===== src/rtl/divtmr_pkg.sv =====
package divtmr_pkg;
  typedef enum logic [1:0] {ENC_TRUE, ENC_INV, ENC_ROTL} enc_e;
  localparam int FN_W = 2;

  function automatic int chk_width(input int n);
    return (n % 2 == 1) ? 2 : 1;
  endfunction
endpackage


===== src/rtl/divtmr_inreg.sv =====
module divtmr_inreg
  import divtmr_pkg::*;
#(
  parameter int   N   = 3,
  parameter enc_e ENC = ENC_TRUE
) (
  input  logic         clk,
  input  logic         rst_n,
  input  logic         load,
  input  logic [N-1:0] din,
  input  logic [N-1:0] flt_en,
  input  logic [N-1:0] flt_val,
  output logic [N-1:0] q
);
  logic [N-1:0] enc_d;
  logic [N-1:0] stored;

  generate
    if (ENC == ENC_INV) begin : g_inv
      assign enc_d = ~din;
    end else if (ENC == ENC_ROTL) begin : g_rot
      for (genvar i = 0; i < N; i++) begin : g_bit
        assign enc_d[i] = din[(i + 1) % N];
      end
    end else begin : g_true
      assign enc_d = din;
    end
  endgenerate

  always_ff @(posedge clk or negedge rst_n) begin
    if (!rst_n)    stored <= '0;
    else if (load) stored <= enc_d;
  end

  assign q = (stored & ~flt_en) | (flt_val & flt_en);
endmodule


===== src/rtl/divtmr_replica.sv =====
module divtmr_replica
  import divtmr_pkg::*;
#(
  parameter int   N   = 3,
  parameter enc_e ENC = ENC_TRUE,
  localparam int  CW  = chk_width(N),
  localparam int  W   = FN_W + CW
) (
  input  logic [N-1:0] q,
  output logic [W-1:0] word
);
  logic [N-1:0]    x;
  logic [FN_W-1:0] fn;
  logic [CW-1:0]   chk;

  generate
    if (ENC == ENC_INV) begin : g_inv
      assign x = ~q;
    end else if (ENC == ENC_ROTL) begin : g_rot
      for (genvar j = 0; j < N; j++) begin : g_bit
        assign x[j] = q[(j + N - 1) % N];
      end
    end else begin : g_true
      assign x = q;
    end
  endgenerate

  always_comb begin
    fn[0] = (x[0] & ~x[1]) | (x[1] & x[2]);
    fn[1] = (x[0] & ~x[1]) | (x[1] & ~x[2]);
  end

  generate
    if (N % 2 == 1) begin : g_odd
      always_comb begin
        chk[0] = 1'b0;
        for (int i = 0; i < N; i += 2) chk[0] = chk[0] ^ x[i];
        chk[1] = x[0];
      end
    end else begin : g_even
      always_comb begin
        chk[0] = 1'b0;
        for (int i = 1; i < N; i += 2) chk[0] = chk[0] ^ x[i];
      end
    end
  endgenerate

  generate
    if (ENC == ENC_INV) begin : g_oinv
      assign word = ~{chk, fn};
    end else begin : g_opass
      assign word = {chk, fn};
    end
  endgenerate
endmodule


===== src/rtl/divtmr_voter.sv =====
module divtmr_voter #(
  parameter int W = 4
) (
  input  logic [W-1:0] w_a,
  input  logic [W-1:0] w_b_inv,
  input  logic [W-1:0] w_c,
  output logic [W-1:0] voted,
  output logic         err
);
  logic [W-1:0] w_b;
  logic         ab, ac, bc;

  assign w_b = ~w_b_inv;
  assign ab  = (w_a == w_b);
  assign ac  = (w_a == w_c);
  assign bc  = (w_b == w_c);

  always_comb begin
    if (ab || ac) voted = w_a;
    else if (bc)  voted = w_b;
    else          voted = w_a;
    err = !(ab || ac || bc);
  end
endmodule


===== src/rtl/divtmr_top.sv =====
module divtmr_top
  import divtmr_pkg::*;
#(
  parameter int N_IN = 3
) (
  input  logic              clk,
  input  logic              rst_n,
  input  logic              in_valid,
  output logic              in_ready,
  input  logic [N_IN-1:0]   in_data,
  output logic              out_valid,
  input  logic              out_ready,
  output logic [FN_W-1:0]   out_data,
  output logic              out_err,
  input  logic [3*N_IN-1:0] flt_en,
  input  logic [3*N_IN-1:0] flt_val
);
  localparam int CW = chk_width(N_IN);
  localparam int W  = FN_W + CW;

  logic         vld;
  logic         load;
  logic [W-1:0] words [3];
  logic [W-1:0] voted;
  logic         verr;

  assign in_ready = !vld || out_ready;
  assign load     = in_valid && in_ready;

  always_ff @(posedge clk or negedge rst_n) begin
    if (!rst_n)         vld <= 1'b0;
    else if (load)      vld <= 1'b1;
    else if (out_ready) vld <= 1'b0;
  end

  generate
    for (genvar r = 0; r < 3; r++) begin : g_rep
      localparam enc_e E = (r == 0) ? ENC_TRUE : ((r == 1) ? ENC_INV : ENC_ROTL);
      logic [N_IN-1:0] q;

      divtmr_inreg #(.N(N_IN), .ENC(E)) u_reg (
        .clk    (clk),
        .rst_n  (rst_n),
        .load   (load),
        .din    (in_data),
        .flt_en (flt_en[r*N_IN +: N_IN]),
        .flt_val(flt_val[r*N_IN +: N_IN]),
        .q      (q)
      );

      divtmr_replica #(.N(N_IN), .ENC(E)) u_rep (
        .q   (q),
        .word(words[r])
      );
    end
  endgenerate

  divtmr_voter #(.W(W)) u_vote (
    .w_a    (words[0]),
    .w_b_inv(words[1]),
    .w_c    (words[2]),
    .voted  (voted),
    .err    (verr)
  );

  assign out_valid = vld;
  assign out_data  = voted[FN_W-1:0];
  assign out_err   = vld && verr;
endmodule


===== config.mk =====
export PLATFORM = sky130hd
export DESIGN_NAME = divtmr_top
export DESIGN_NICKNAME = d
export VERILOG_FILES = /design/src/rtl/divtmr_pkg.sv /design/src/rtl/divtmr_inreg.sv /design/src/rtl/divtmr_replica.sv /design/src/rtl/divtmr_voter.sv /design/src/rtl/divtmr_top.sv
export SDC_FILE = /design/constraint.sdc
export NUM_CORES = 1
export LEC_CHECK = 0
export ABC_AREA = 1
export CAP_MARGIN = 40
export CELL_PAD_IN_SITES_DETAIL_PLACEMENT = 1
export CELL_PAD_IN_SITES_GLOBAL_PLACEMENT = 1
export CORE_UTILIZATION = 31
export CTS_BUF_LIST = sky130_fd_sc_hd__clkbuf_8
export DETAILED_ROUTE_END_ITERATION = 8
export HOLD_SLACK_MARGIN = 0.02
export PLACE_DENSITY_LB_ADDON = 0.1
export SLEW_MARGIN = 20
export SYNTH_ARGS = -nofsm -noshare
export SYNTH_HDL_FRONTEND = slang
export SYNTH_SLANG_ARGS = --single-unit

===== constraint.sdc =====
create_clock -name clk -period 1.8 [get_ports clk]
set_clock_uncertainty 0.15 [all_clocks]
set_input_delay 0.27 -clock clk [delete_from_list [all_inputs] [get_ports clk]]
set_output_delay 0.27 -clock clk [all_outputs]
set_load 0.01 [all_outputs]

==> results of run 1 <==
-- through the flow --
step	std cells	TNS (ns)
2_1_floorplan	180	0
3_3_place_gp	251	-1.94
3_5_place_dp	251	-2.28
4_1_cts	260	-0.648
5_1_grt	263	-0.963
6_report	263	-0.568
-- cells in the mapped netlist --
master / count / area share
nand2_1: 95 / 0.38
nand2_2: 28 / 0.18
inv_1: 22 / 0.087
dfrtp_1: 7 / 0.18
nor2_1: 6 / 0.024
inv_2: 5 / 0.020
nor2_2: 3 / 0.020
o21a_1: 3 / 0.024
o21ai_0: 3 / 0.016
nand4_1: 2 / 0.013
o21ai_2: 2 / 0.018
a21oi_2: 1 / 0.0092
nand3_1: 1 / 0.0053
nand3_2: 1 / 0.011
xor2_1: 1 / 0.0092
-- registers in the layout, indices dropped and copies added (netlist names) --
register,flops
out_valid,1
g_rep.u_reg.stored,6
-- critical path: stages, from the launching register on --
cell	delay, ns
dfrtp_1	0.39
inv_2	0.10
nand2_1	0.07
nand2_2	0.10
nand2_2	0.08
nand2_2	0.11
nand2_2	0.06
nand2_2	0.08
nand3_2	0.10
nand2_1	0.09
nand2_1	0.04
buf_2	0.13
-- final cells by class --
cell class | instances | share of cell area
clock buffers | 3 | 0.0271
clock inverters | 1 | 0.00328
inverters | 27 | 0.0681
multi-input cells | 146 | 0.495
flip-flops and latches | 7 | 0.115
well taps | 31 | 0.0254
repair buffers | 48 | 0.266
-- worst min-delay path by stage --
stage | start | end
2_1_floorplan | rst_n | g_rep[0].u_reg.stored[0]
3_3_place_gp | rst_n | out_valid
3_5_place_dp | rst_n | g_rep[1].u_reg.stored[1]
4_1_cts | rst_n | g_rep[1].u_reg.stored[0]
5_1_grt | rst_n | g_rep[0].u_reg.stored[0]
6_report | rst_n | g_rep[1].u_reg.stored[0]
-- power by group through the flow --
stage / combinational (uW) / sequential (uW) / clock (uW)
floorplan: 273 / 195 / 0
global placement: 462 / 201 / 0
detailed placement: 486 / 203 / 0
CTS: 516 / 201 / 226
global route: 601 / 205 / 235
finish: 541 / 202 / 221
-- cells by family after synthesis --
family          Yosys count
xor+xnor                  1
simple gates            136
compound gates            9
flops                     7
buf+inv                  27
-- routing by layer --
metal  wire, um  vias to the layer above  global-route usage
met3         76                        4              0.0113
met2       1850                       24               0.458
li1           -                      637                   -
met4         63                        0              0.0627
met1       1250                      585               0.210
met5          0                        -                   0
-- timing repair --
| item | in CTS | in global routing |
|---|---|---|
| setup buffers | 5 | 3 |
| gates resized for setup | 48 | 11 |
| endpoints found under the setup margin | 3 | 4 |
| pin swaps | 25 | 15 |
==> impl_metrics.ini, run 1 <==
[status]
status = finished, violations left
violations = DRC, setup timing

[clock_tree]
clk_pin_slew_ns = 0.04
root_buffer = clkbuf_8
clk-insertion-delay-late_ns = 0.22
h-tree-depth = 1
cts_tree = built
cts_buffer_depth = 2
numCtsBuffers = 3
cts_hold_buffers = 0
cts.sinks = 7

[finish]
fillers = 392
finalInstanceArea_um2 = 1530
seqCellArea_um2 = 175
multi_input_area_um2 = 756
final_cell_mix = 80 x nand2_1, 39 x nand2_2, 19 x inv_1, 19 x buf_4, 16 x dlygate4sd2_1
layout-drive-gt1-share = 0.366
diodes = 0
mostFrequentLayoutCell = nand2_1
finish.utilization = 0.539
areaGrowthSynthToFinish_pct = 60.6
layout.nets = 258

[route]
antenna_left = 0
drc_errors = 1
viasPerCell = 4.75
wl_per_cell_um = 12.3
vias = 1250
drt_iter0_markers = 22
drt_wl_total_um = 3240
first_pass_iters = 6

[flow_run]
cap_violations = 0

[yosys]
postSynthAreaPerCell_um2 = 5.28
syn_area_um2 = 950
synth_top_family_by_area = simple AND/OR/NAND/NOR gates
synth_mux_area_frac = 0
synth-simple-area-share = 0.632
yosysUniqueCellTypes = 15
synth_xor_area_frac = 0.00922
synthCells = 180
yosysWarnings = 0
yosysSeqAreaShare = 0.184
synth_compound_gate_area_share = 0.0672
ys_seq_elements = 7
synth_fp_nets = 205
synthAdderAreaFrac = 0

[worst_setup_path]
r2r_start = out_valid
critical_path.startpoint_type = flip-flop
reg2reg_to = g_rep[1].u_reg.stored[1]
cp-endpoint = out_data[0]
startpoint = g_rep[0].u_reg.stored[1]
required_ns = 1.38
worst_ep_arrival_time_ns = 1.58
worst-r2r-setup-slack_ns = 0.49
crit_path_end_kind = output port
path_max_fanout = 4
rr_worst_depth = 6
critPathKind = flip-flop to output port

[sta]
maxSlewHeadroom = 0.772
timing.fmax_ghz = 0.501
rsz0062_at_grt = true
hold_viol_final = 0
tightest_slew_ns = 0.340
fin_ws_ns = -0.195
setup_viol = 3
slew_viol_final = 0
whs_ns = 0.162
finalCritPeriodShare = 1.11
min_period_ns = 2.00

[placement]
place_area_um2 = 1360
post-place-ws_ns = -0.777
io_buffer_count = 29
dp.final_hpwl_um = 2670
place_congestion = 0.849

[pwr]
combPwrFrac = 0.561
switching_share = 0.412
ir_worst_vdd_uv = 490
p_total_uw = 964
p_clk_frac = 0.230
p_leak_uw = 0.000928
switchingPower_uw = 397
intPower_uw = 567
seqPwrFrac = 0.210
power_density_nw_per_um2 = 632

[hold_path]
holdCritPathClass = input pin to asynchronous set/reset pin

[floorplan]
die_h_um = 57.4
core_area_um2 = 2830
initial_core_util = 0.336
die_w_um = 57.4
ios = 30
die_area_um2 = 3290
rows = 19

[grt]
grt_pass1_vias = 1336
grt_usage = 0.213
overflow = 0
grt_pass1_wl_um = 5510
antenna_found_initial = 0
grt_max_degree = 10
(Power assumes the default switching activity.)
==> inputs of run 2 (changes only) <==
Settings changed: CORE_MARGIN from default to 2.
==> run 2 against run 1 <==
Compared with the run above: the run ends with setup timing left; global-route usage decreased by 2.2 points; sequential power about the same; first-iteration DRC count up 18%; critical path type unchanged; combinational power fell by 1%; clock-buffer cell count stayed put.
==> impl_metrics.ini, run 2 (synthesis results as in run 1) <==
[clock_tree]
cts.sinks = 7
root_buffer = clkbuf_8
clk-insertion-delay-late_ns = 0.22
cts_tree = built
numCtsBuffers = 3
clk_pin_slew_ns = 0.04
h-tree-depth = 1
cts_buffer_depth = 2

[finish]
layout.cells.non_filler = 258
largest_reg_flops = 6
mostFrequentLayoutCell = nand2_1
layout-drive-gt1-share = 0.360
finish.utilization = 0.505
layout.nets = 251
diodes = 0
final_cell_mix = 75 x nand2_1, 42 x nand2_2, 22 x inv_1
areaGrowthSynthToFinish_pct = 58.4
regMostFlops = g_rep.u_reg.stored

[sta]
maxSlewHeadroom = 0.785
rsz0062_at_grt = true
timing.fmax_ghz = 0.484
setup_viol = 3
hold_viol_final = 0
fin_ws_ns = -0.268
min_period_ns = 2.07
slew_viol_final = 0
tightest_slew_ns = 0.322
finalCritPeriodShare = 1.15

[hold_path]
holdCritPathClass = input pin to asynchronous set/reset pin

[grt]
grt_usage = 0.191
antenna_found_initial = 0
grt_pass1_vias = 1202
grt_max_degree = 10
overflow = 0
grt_pass1_wl_um = 5180

[floorplan]
ios = 30
die_h_um = 59.4
initial_core_util = 0.319
die_w_um = 59.4
die_area_um2 = 3520
rows = 20
core_area_um2 = 2980

[status]
violations = setup timing
status = finished, violations left

[worst_setup_path]
crit_path_end_kind = output port
slowest_delay_ns = 0.39
worst_ep_arrival_time_ns = 1.65
required_ns = 1.38
crit_chain = inv_2, nor2_2, nor2_2, nand2_2, nand2_2, nand2_2, nand2_2, nand3_2, nand2_1, nand2_1, buf_2
r2r_start = out_valid
rr_worst_depth = 6
path_buf_inv = 2
cp_common_cell = nand2_2
startpoint = g_rep[2].u_reg.stored[1]
reg2reg_to = g_rep[1].u_reg.stored[2]
worst-r2r-setup-slack_ns = 0.42
cp_top_family = simple AND/OR/NAND/NOR gates
critical_path.startpoint_type = flip-flop
slowest_stage = dfrtp_1
critPathKind = flip-flop to output port
path_max_fanout = 3

[route]
first_pass_iters = 4
drt_wl_total_um = 3400
wl_per_cell_um = 13.2
drt_iter0_markers = 26
vias = 1239
antenna_left = 0
viasPerCell = 4.80
drc_errors = 0

[placement]
place_congestion = 0.768
placed_cells = 246
dp.final_hpwl_um = 2630
io_buffer_count = 29

[pwr]
ir_worst_vdd_uv = 543
p_leak_uw = 0.000897
power_density_nw_per_um2 = 633

[flow_run]
cap_violations = 0
[run 2: where the power goes]
| part | total, uW | internal, uW | switching (uW) |
|---|---|---|---|
| Combinational | 535 | 227 | 308 |
| Sequential | 201 | 179 | 21.4 |
| Clock | 216 | 147 | 68.2 |
| Total | 951 | 553 | 398 |
[run 2: repair_timing]
item	CTS	global route
setup buffers	7	2
pin swaps	24	23
resized for setup	47	17
setup endpoints to repair	3	4
hold buffers	0	0
[run 2: worst max path at each step]
stage | to | slack (ns) | depth (start not counted)
3_5_place_dp | out_err | -0.77 | 12
3_3_place_gp | out_err | -0.68 | 13
5_1_grt | out_err | -0.38 | 13
6_report | out_data[0] | -0.27 | 11
2_1_floorplan | out_err | 0.27 | 11
4_1_cts | out_data[0] | -0.24 | 10
[run 2: metal layers]
layer	share of wire	track usage
met1	0.42	0.224
met2	0.55	0.372
met3	0.024	0.0131
met4	0.0071	0.0390
met5	0	0
[run 2: area by class of cell]
cell class	count	area (um^2)
sequential	7	175
timing repair buffer	41	363
fill	416	1470
clock buffer	3	41.3
clock inverter	1	3.75
tap	33	41.3
multi-input combinational	146	778
inverter	27	101
[run 2: worst reg2reg max path: stages, from the launching register on]
cell and delay, ns:
dfrtp_1 0.41, nand2_1 0.11, buf_4 0.12, nand2_1 0.09, inv_2 0.15, nand2_1 0.12
o21a_1 0.12
[run 2: per-stage QoR]
| stage | setup TNS (ns) | setup WS, ns | cell area (um^2) | hold WS [ns] | total power, uW |
|---|---|---|---|---|---|
| floorplan | 0 | 0.268 | 950 | -0.176 | 468 |
| detailed placement | -2.19 | -0.770 | 1310 | 0.401 | 657 |
| global route | -1.08 | -0.378 | 1500 | 0.175 | 1020 |
| global placement | -1.97 | -0.679 | 1310 | 0.382 | 636 |
| CTS | -0.696 | -0.240 | 1430 | 0.166 | 908 |
| finish | -0.757 | -0.268 | 1500 | 0.156 | 951 |
